===== src/rtl/swallow_div_pkg.sv =====
package swallow_div_pkg;

    localparam int unsigned MAIN_W_DEF    = 10;
    localparam int unsigned SWALLOW_W_DEF = 7;

    // Modulus request presented to the external prescaler.
    typedef enum logic {
        MOD_PLUS_ONE = 1'b0,
        MOD_BASE     = 1'b1
    } modsel_e;

    // Per-cycle step information shared between the two counters.
    typedef struct packed {
        logic adv;   // prescaler pulse present this cycle
        logic last;  // this pulse closes the output cycle
    } step_t;

    // A remaining-group count of 0 or 1 means the current pulse is the last one.
    function automatic logic at_terminal(input logic [31:0] remaining);
        return remaining <= 32'd1;
    endfunction

    // Saturating decrement used by the swallow counter.
    function automatic logic [31:0] dec_sat(input logic [31:0] v);
        return (v == 32'd0) ? 32'd0 : v - 32'd1;
    endfunction

endpackage


===== src/rtl/swallow_cfg_stage.sv =====
module swallow_cfg_stage #(
    parameter int unsigned W = 8
) (
    input  logic         clk,
    input  logic         rst,
    input  logic         load_i,
    input  logic [W-1:0] value_i,
    output logic [W-1:0] reload_o
);
    logic [W-1:0] held_q;

    always_ff @(posedge clk) begin
        if (rst)         held_q <= '0;
        else if (load_i) held_q <= value_i;
    end

    // A value presented together with the closing pulse is used at once.
    assign reload_o = load_i ? value_i : held_q;

    assert_stage_capture_R7: assert property (@(posedge clk) disable iff (rst)
        load_i |=> held_q == $past(value_i));

endmodule


===== src/rtl/swallow_main_counter.sv =====
module swallow_main_counter
    import swallow_div_pkg::*;
#(
    parameter int unsigned W = 10
) (
    input  logic         clk,
    input  logic         rst,
    input  logic         tick_i,
    input  logic [W-1:0] reload_i,
    output step_t        step_o,
    output logic         fb_o
);
    logic [W-1:0] n_q;
    logic         fb_q;
    logic         last;

    assign last        = tick_i && at_terminal(32'(n_q));
    assign step_o.adv  = tick_i;
    assign step_o.last = last;

    always_ff @(posedge clk) begin
        if (rst) begin
            n_q  <= '0;
            fb_q <= 1'b0;
        end else if (tick_i) begin
            n_q  <= last ? reload_i : n_q - 1'b1;
            fb_q <= last;
        end
    end

    assign fb_o = fb_q;

    assert_fb_from_pulse_R4: assert property (@(posedge clk) disable iff (rst)
        $rose(fb_q) |-> $past(tick_i));

    assert_main_hold_R10: assert property (@(posedge clk) disable iff (rst)
        !tick_i |=> $stable(n_q));

endmodule


===== src/rtl/swallow_aux_counter.sv =====
module swallow_aux_counter
    import swallow_div_pkg::*;
#(
    parameter int unsigned W = 7
) (
    input  logic         clk,
    input  logic         rst,
    input  step_t        step_i,
    input  logic [W-1:0] reload_i,
    output modsel_e      mod_o
);
    logic [W-1:0] a_q;
    logic [W-1:0] a_next;
    modsel_e      mod_q;

    always_comb begin
        if (step_i.last) a_next = reload_i;
        else             a_next = W'(dec_sat(32'(a_q)));
    end

    always_ff @(posedge clk) begin
        if (rst) begin
            a_q   <= '0;
            mod_q <= MOD_BASE;
        end else if (step_i.adv) begin
            a_q   <= a_next;
            mod_q <= (a_next == '0) ? MOD_BASE : MOD_PLUS_ONE;
        end
    end

    assign mod_o = mod_q;

    // Swallow groups begin only at a reload.
    assert_swallow_start_R2: assert property (@(posedge clk) disable iff (rst)
        $fell(mod_q) |-> $past(step_i.last));

    assert_mod_change_on_pulse_R10: assert property (@(posedge clk) disable iff (rst)
        !step_i.adv |=> $stable(mod_q) && $stable(a_q));

endmodule


===== src/rtl/swallow_fb_divider.sv =====
module swallow_fb_divider
    import swallow_div_pkg::*;
#(
    parameter int unsigned MAIN_W    = MAIN_W_DEF,
    parameter int unsigned SWALLOW_W = SWALLOW_W_DEF
) (
    input  logic                 clk,
    input  logic                 rst,
    input  logic                 psc_pulse,
    input  logic [MAIN_W-1:0]    main_cfg,
    input  logic [SWALLOW_W-1:0] swallow_cfg,
    input  logic                 cfg_load,
    output logic                 mod_ctrl,
    output logic                 fb_out
);
    logic [MAIN_W-1:0]    main_reload;
    logic [SWALLOW_W-1:0] swallow_reload;
    step_t                step;
    modsel_e              mod_sel;

    swallow_cfg_stage #(.W(MAIN_W)) u_main_stage (
        .clk      (clk),
        .rst      (rst),
        .load_i   (cfg_load),
        .value_i  (main_cfg),
        .reload_o (main_reload)
    );

    swallow_cfg_stage #(.W(SWALLOW_W)) u_swallow_stage (
        .clk      (clk),
        .rst      (rst),
        .load_i   (cfg_load),
        .value_i  (swallow_cfg),
        .reload_o (swallow_reload)
    );

    swallow_main_counter #(.W(MAIN_W)) u_main_cnt (
        .clk      (clk),
        .rst      (rst),
        .tick_i   (psc_pulse),
        .reload_i (main_reload),
        .step_o   (step),
        .fb_o     (fb_out)
    );

    swallow_aux_counter #(.W(SWALLOW_W)) u_swallow_cnt (
        .clk      (clk),
        .rst      (rst),
        .step_i   (step),
        .reload_i (swallow_reload),
        .mod_o    (mod_sel)
    );

    assign mod_ctrl = (mod_sel == MOD_BASE);

    assert_stall_outputs_R10: assert property (@(posedge clk) disable iff (rst)
        !psc_pulse |=> $stable(mod_ctrl) && $stable(fb_out));

    assert_reset_state_R1: assert property (@(posedge clk)
        rst |=> mod_ctrl && !fb_out);

endmodule


===== config.mk =====
export PLATFORM = sky130hd
export DESIGN_NAME = swallow_fb_divider
export DESIGN_NICKNAME = d
export VERILOG_FILES = /design/src/rtl/swallow_div_pkg.sv /design/src/rtl/swallow_cfg_stage.sv /design/src/rtl/swallow_main_counter.sv /design/src/rtl/swallow_aux_counter.sv /design/src/rtl/swallow_fb_divider.sv
export SDC_FILE = /design/constraint.sdc
export NUM_CORES = 1
export LEC_CHECK = 0
export CAP_MARGIN = 10
export CORE_ASPECT_RATIO = 0.5
export CORE_MARGIN = 1.5
export CORE_UTILIZATION = 45
export DETAILED_ROUTE_END_ITERATION = 6
export MAX_ROUTING_LAYER = met4
export PLACE_DENSITY = 0.67
export SETUP_SLACK_MARGIN = 0.4
export SKIP_LAST_GASP = 1
export SYNTH_ARGS = -nofsm -noshare
export SYNTH_HDL_FRONTEND = slang
export SYNTH_SLANG_ARGS = --single-unit

===== constraint.sdc =====
create_clock -name clk -period 5.9 [get_ports clk]
set_clock_uncertainty 0.05 [all_clocks]
set_input_delay 1.18 -clock clk [delete_from_list [all_inputs] [get_ports clk]]
set_output_delay 1.18 -clock clk [all_outputs]
set_load 0.01 [all_outputs]

# Word-level counts from Yosys, hierarchy flattened
# Cells that the tools add are included.
# classes
addsub,2
muxes,6
reduce_logical,3
order_cmp,1
# ops
cell,n
2-to-1 mux 7 bit,3
2-to-1 mux 10 bit,2
logical NOT 7 bit,2
<= comparator 10 x 1 -> 1 bit (second input constant),1
subtractor 10 x 1 -> 10 bit (second input constant),1
subtractor 7 x 1 -> 7 bit (second input constant),1
logical AND 1 bit,1
2-to-1 mux 1 bit,1
# word_totals
regBits,36
out_inout_bits,2
elab_cells,18
inputBits,21

# Depth between registers and ports, before layout
# Gate-level depths: netlist of run 1.
# depth
ltp_word,5
mapped_depth,8
ltp_nobuf,7

# Hierarchy
# A second synthesis of run 1 with hierarchy kept.
# unflattened
cells_unflattened,216
hier_area_um2,1994.4
# modules_own_cells
module,cells_each,area_each_um2,n_inst,seq_area_each_um2
swallow_main_counter,87,700.7,1,220.2
swallow_aux_counter,76,569.3,1,160.2
swallow_cfg_stage (u_main_stage),31,424.2,1,200.2
swallow_cfg_stage (u_swallow_stage),22,300.3,1,140.1

# Worst setup path before layout of run 1
# OpenSTA, ideal clock, no wires.
# synth_timing
path_kind,input-to-reg
startpoint,in psc_pulse
endpoint,reg u_swallow_cnt.mod_q (netlist: u_swallow_cnt.mod_o)
path_buffers,2
t_arrival_ns,2.306
setup_ns,0.084
slack_ns,3.460
required_time_ns,5.766
cell_stages,6
path_cell_list,clkbuf_1 -> and3_1 -> buf_4 -> nand3_1 -> a221o_1 -> o31ai_2
# synth_between
elab_chain_len,4
# synth_rtl
item,line,text
start: declaration,swallow_fb_divider.sv:9,"input logic psc_pulse,"
logical AND 1 bit,swallow_main_counter.sv:17,assign last = tick_i && at_terminal(32'(n_q));
2-to-1 mux 7 bit,swallow_aux_counter.sv:17,if (step_i.last) a_next = reload_i;
logical NOT 7 bit,swallow_aux_counter.sv:27,mod_q <= (a_next == '0) ? MOD_BASE : MOD_PLUS_ONE;
2-to-1 mux 1 bit,swallow_aux_counter.sv:27,
end signal: assignment,swallow_aux_counter.sv:27,
end: declaration,swallow_aux_counter.sv:14,modsel_e mod_q;
# Parallel ways exist; a longest one is shown, timed or not.
# A chain may end at the register's enable or synchronous reset.

# Final worst setup path of run 1
# Ends and elaborated chain as after synthesis.

==> summary.md, run 1 <==
| Metric | Value |
|---|---|
| Status | `complete, no violations` |
| Final antenna-violating net count | `0` |
| Syn nets | `249` |
| Pin count of the biggest net entering global routing | `37` |
| Gr ovfl total | `0` |
| Comb pwr share | `42.4%` |
| Max FO, Critical Path | `27` |
| Final hold viol count | `0` |
| Core area | `0.00394 mm2` |
| Clock Latency Late Sink | `290 ps` |
| Share of layout cells above drive strength 1 | `7.08%` |
| Mapped Cells | `224` |
| Gr usage total | `20.9%` |
| Count of cell types in the netlist | `45` |
| Ys Warns | `0` |
| CTS H-tree depth | `2` |
| First-pass GRT wire length | `7.21 mm` |
| Setup CP Type | `in2reg` |
| Setup crit end kind | `flip-flop` |
| Mapped Area | `0.00186 mm2` |
| Root Driver | `clkbuf_8` |
| Initial Util | `47.3%` |
| Die height | `48.5 um` |
| Postcts setup bufs | `0` |
| Max VDD drop | `0.000138 V` |
| Final period utilization | `60.1%` |
| Max incr delay on CP | `1060 ps` |
| Buffers on Ports | `22` |
| Initial antenna violation count | `0` |
| Clk buf depth | `2` |
| Die area | `0.00456 mm2` |
| Final Power | `0.000837 W` |
| Num CTS Buffers | `5` |
| Final WL | `4.25 mm` |
| Ys async rst share | `0%` |
| Avg Cell Area, Syn | `8.32 um2` |
| I/O Pins | `23` |
| Worst path cell trace | `clkdlybuf4s50_1, and3_1, nand2_2, a221o_1, o31ai_2` |
| Vias/cell | `5.60` |
| Min cycle time layout | `3550 ps` |
| Clock sinks | `36` |
| Static Leakage | `0.847 nW` |
| Slew @ Worst Pin | `991 ps` |
| Setup crit start kind | `input port` |
| Max-slew violation count | `0` |
| # DRC | `0` |
| Crit path DAT | `3700 ps` |
| Layout area overhead | `16.9%` |
| WHS | `420 ps` |
| RSZ-0062 raised after global routing | `no` |
| Setup violators final | `0` |
| Slew headroom | `33.7%` |
| Pwr Density | `384 mW/mm2` |
| Post-CTS Resized | `0` |
| Clock Pin Slew Worst Setup and Hold Paths | `70 ps` |
| Hold Buf Count CTS | `0` |
| Crit path required time | `6060 ps` |
| Max-cap violations | `0` |
| Slowest-stage cell, CP | `clkdlybuf4s50_1` |
| CTS tree | `built` |
| DP HPWL | `3.01 mm` |
| Most used DFF post-synth | `dfxtp_1` |
| Sum Neg Setup Slack | `0 ps` |
| # diodes | `0` |
| Row Count | `16` |
| Vias | `1645` |
| Placer Congestion | `0.813` |
| Routed len/inst | `14.5 um` |
| Nets | `265` |
| Internal | `0.000506 W` |
| Hold Path Class | `reg2reg` |
| Seq pwr share | `37.6%` |
| Switching power | `0.000331 W` |
| Max Clock Freq | `282 MHz` |
| Switching Share | `39.5%` |
| Fillers | `362` |
| Clk pwr share | `20.0%` |
| Sequential fraction of the synthesis area | `38.7%` |
| EDFF count, synth | `0` |
| Die width | `94.0 um` |
| Initial drt markers | `77` |
| Number of global-route vias before repair | `1598` |
| 1st-pass router iterations | `4` |
| FF+latch count, synth | `36` |
==> metal layers <==
layer  track usage, %  vias to the layer above  part of all wire, %
li1                 -                      833                    -
met1             25.4                      772                   49
met2             34.3                       35                   46
met3             5.97                        5                  4.2
met4             5.47                        0                 0.89
met5                -                        -                    0
==> power groups by stage <==
stage,logic [W],registers (W),clock network (W)
after floorplan,0.000276,0.000312,0
after global placement,0.000343,0.000318,0
after detailed placement,0.000350,0.000318,0
after CTS,0.000351,0.000313,0.000170
after global routing,0.000400,0.000320,0.000184
final,0.000355,0.000314,0.000168
==> synthesized netlist by cell type, types with 2 or more instances <==
| library cell | number | share of area (%) |
|---|---|---|
| a21oi_1 | 19 | 5.1 |
| and3_1 | 3 | 1.0 |
| mux2i_1 | 16 | 8.6 |
| xnor2_1 | 3 | 1.4 |
| o31ai_1 | 2 | 0.81 |
| a211oi_1 | 6 | 2.4 |
| dfxtp_1 | 36 | 39 |
| buf_4 | 2 | 0.81 |
| o221a_2 | 2 | 1.2 |
| clkbuf_1 | 8 | 1.6 |
| nand2_1 | 10 | 2.0 |
| nor2_1 | 29 | 5.8 |
| ha_1 | 4 | 2.7 |
| a22o_1 | 2 | 0.94 |
| nor3_1 | 13 | 3.5 |
| o21ai_1 | 2 | 0.54 |
| inv_1 | 9 | 1.8 |
| a21boi_0 | 2 | 0.81 |
| a221oi_1 | 3 | 1.4 |
| o21ai_0 | 17 | 4.6 |
| nand3_1 | 9 | 2.4 |
| buf_2 | 4 | 1.1 |
==> critical path: cells and delay by family <==
family          cells  cell delay, ps
buf+inv             1            1060
simple gates        2             890
compound gates      2             560
==> cell usage in the layout, fill, tap and decap left out, types with 2 or more instances in the layout <==
| cell type | n |
|---|---|
| o21ai_0 | 17 |
| mux2i_1 | 16 |
| a22o_1 | 2 |
| buf_4 | 2 |
| and3_1 | 3 |
| a21oi_1 | 19 |
| nand3_1 | 9 |
| a21boi_0 | 2 |
| nor3_1 | 13 |
| o21ai_1 | 2 |
| ha_1 | 4 |
| inv_1 | 9 |
| o221a_2 | 2 |
| a211oi_1 | 6 |
| dfxtp_1 | 36 |
| clkbuf_8 | 5 |
| clkdlybuf4s50_1 | 22 |
| nand2_1 | 10 |
| xnor2_1 | 3 |
| o31ai_1 | 2 |
| a221oi_1 | 3 |
| nor2_1 | 29 |
==> layout make-up <==
type	count	area (um2)	area share, %
clock inverter	2	12.5	0.574
multi-input combinational	164	1040	47.8
sequential	36	721	33.1
tap	54	67.6	3.10
timing repair buffer	24	235	10.8
clock buffer	5	68.8	3.16
inverter	9	33.8	1.55
==> worst paths after layout <==
kind / startpoint / to / slack (ps) / depth (start not counted)
hold reg to reg: u_main_cnt.fb_o / u_main_cnt.fb_o / 420 / 2
setup reg to reg: u_main_cnt.n_q[2] / u_swallow_cnt.mod_o / 3650 / 5
hold / removal: u_main_cnt.fb_o / u_main_cnt.fb_o / 420 / 2
setup / recovery: psc_pulse / u_swallow_cnt.mod_o / 2350 / 5
==> sequential cells by signal, summed over array words and instances, names as in the netlist <==
register	count
u_main_cnt.fb_o	1
u_main_cnt.n_q	10
u_main_stage.held_q	10
u_swallow_cnt.a_q	7
u_swallow_cnt.mod_o	1
u_swallow_stage.held_q	7
==> through the flow <==
| step | utilization, % | area (um2) | worst slack [ps] | instances |
|---|---|---|---|---|
| 2_1_floorplan | - | 1860 | 3460 | 224 |
| 6_report | 55.3 | 2180 | 2350 | 294 |
| 3_5_place_dp | 53.2 | 2100 | 2100 | 287 |
| 3_3_place_gp | 53.2 | 2100 | 2180 | 287 |
| 4_1_cts | 55.3 | 2180 | 2410 | 294 |
| 5_1_grt | 55.3 | 2180 | 2220 | 294 |
==> cells by family (layout without fill, tap and decap cells) <==
logic type      count (synthesis)  in the layout  synth area share (%)
simple gates                   76             76                  20.5
compound gates                 64             64                  22.0
mux                            17             17                  9.19
fa+ha+maj                       4              4                  2.68
flops                          36             36                  38.7
buf+inv                        24             40                  5.50
xor+xnor                        3              3                  1.41
Power figures use the tool's default switching activity.
==> inputs of run 2 (changes only) <==
- clock period: 5.9 -> 3.7 ns (I/O delays scaled with it)
==> run 2 against run 1 <==
- sequential power grew 60%
- core utilization increased by 0.95 points
- die area unchanged
- cell count increased by 1.0%
==> summary.md, run 2 (same netlist as run 1, synthesis figures left out) <==
| Metric | Value |
|---|---|
| Slew @ Worst Pin | `761 ps` |
| Crit path DAT | `2760 ps` |
| Die height | `48.5 um` |
| Die width | `94.0 um` |
| Clock sinks | `36` |
| Final period utilization | `70.4%` |
| # diodes | `0` |
| Max VDD drop | `0.000217 V` |
| 1st-pass router iterations | `4` |
| Vias | `1671` |
| Setup crit start kind | `input port` |
| Num CTS Buffers | `5` |
| Initial Util | `47.3%` |
| Core area | `0.00394 mm2` |
| Most frequent cells in the layout | `36 x dfxtp_1, 29 x nor2_1, 22 x clkdlybuf4s50_1` |
| Post-CTS Resized | `0` |
| Initial drt markers | `78` |
| DP HPWL | `3.12 mm` |
| Critical path startpoint | `psc_pulse` |
| R2R Path Start | `u_main_cnt.n_q[0]` |
| Gr usage total | `20.6%` |
| Max-cap violations | `0` |
| Row Count | `16` |
| Hold Buf Count CTS | `0` |
| Hold Startpoint | `u_main_cnt.n_q[1]` |
| Static Leakage | `0.872 nW` |
| Max-slew violation count | `0` |
| Min cycle time layout | `2610 ps` |
| Gr ovfl total | `0` |
| Max Clock Freq | `384 MHz` |
| Clock Latency Late Sink | `280 ps` |
| Postcts setup bufs | `0` |
| Clk buf depth | `2` |
| Status | `complete, no violations` |
| I/O Pins | `23` |
| Pin count of the biggest net entering global routing | `22` |
| Final core utilization | `56.2%` |
| Crit path required time | `3860 ps` |
| Placer Congestion | `0.852` |
| Final hold viol count | `0` |
| Sum Neg Setup Slack | `0 ps` |
| Seq. cell area | `721 um2` |
| Buffers on Ports | `22` |
| Root Driver | `clkbuf_8` |
| Number of global-route vias before repair | `1560` |
| Dpl cells | `290` |
| Initial antenna violation count | `0` |
| Routed len/inst | `14.4 um` |
| Vias/cell | `5.63` |
| RSZ-0062 raised after global routing | `no` |
| Setup violators final | `0` |
| CTS tree | `built` |
| Share of layout cells above drive strength 1 | `8.23%` |
| Multi-input logic area | `0.00104 mm2` |
| Layout area overhead | `18.9%` |
| Slew headroom | `49.1%` |
| Max FO, Critical Path | `15` |
| Nets | `268` |
| WHS | `432 ps` |
| CTS H-tree depth | `2` |
| Final WL | `4.29 mm` |
| Hold Path Class | `reg2reg` |
| Clock Pin Slew Worst Setup and Hold Paths | `70 ps` |
| Final antenna-violating net count | `0` |
| First-pass GRT wire length | `7.18 mm` |
| Fillers | `363` |
| Largest regs | `u_main_cnt.n_q: 10 flops, u_main_stage.held_q: 10 flops` |
| Pwr Density | `621 mW/mm2` |
| Die area | `0.00456 mm2` |
| Setup crit end kind | `flip-flop` |
| Finished Layout Cells | `297` |
| # DRC | `0` |
| Most common cell after layout, fill and taps aside | `dfxtp_1` |
| Setup CP Type | `in2reg` |
==> run 2: cell types whose count changed in the layout (fill, tap and decap cells not counted) <==
cell | previous run | this run
buf_4 | 2 | 5
clkbuf_8 | 5 | 7
clkinv_2 | 1 | 0
clkinvlp_4 | 1 | 0
==> run 2: where the power goes <==
group,switching [W],total (W),internal [W],leakage [nW]
clock network,0.000136,0.000302,0.000166,0.0503
registers,0.0000569,0.000502,0.000445,0.297
logic,0.000334,0.000574,0.000240,0.524
==> run 2: area by class of cell <==
type | instances | share of cell area, %
clock buffer | 7 | 4.35
inverter | 9 | 1.52
tap | 54 | 3.05
sequential | 36 | 32.5
multi-input combinational | 164 | 47.0
timing repair buffer | 27 | 11.6
==> run 2: path summary, 6_finish.rpt <==
| path | end | slack (ps) | cells after the start |
|---|---|---|---|
| setup / recovery | u_swallow_cnt.mod_o | 1090 | 5 |
| hold / removal | u_main_cnt.n_q[1] | 430 | 2 |
| setup reg to reg | u_swallow_cnt.mod_o | 1610 | 6 |
| hold reg to reg | u_main_cnt.n_q[1] | 430 | 2 |
==> run 2: worst max-delay path, stage by stage <==
cell,delay [ps]
clkdlybuf4s50_1,800
and3_1,510
nand2_2,160
a221o_1,380
o31ai_2,160
==> run 2: through the flow <==
stage	cell area, um2	total power [W]	setup WS [ps]
after floorplan	1860	0.000938	1700
after global placement	2120	0.00106	907
after detailed placement	2120	0.00107	818
after CTS	2220	0.00138	1120
after global routing	2220	0.00147	988
final	2220	0.00138	1090
==> run 2: metal layers <==
| metal | track usage, % | wire length [um] | vias to the layer above |
|---|---|---|---|
| li1 | - | - | 840 |
| met1 | 27.2 | 2100 | 783 |
| met2 | 32.2 | 1950 | 42 |
| met3 | 6.13 | 204 | 6 |
| met4 | 2.99 | 36 | 0 |
| met5 | - | 0 | - |
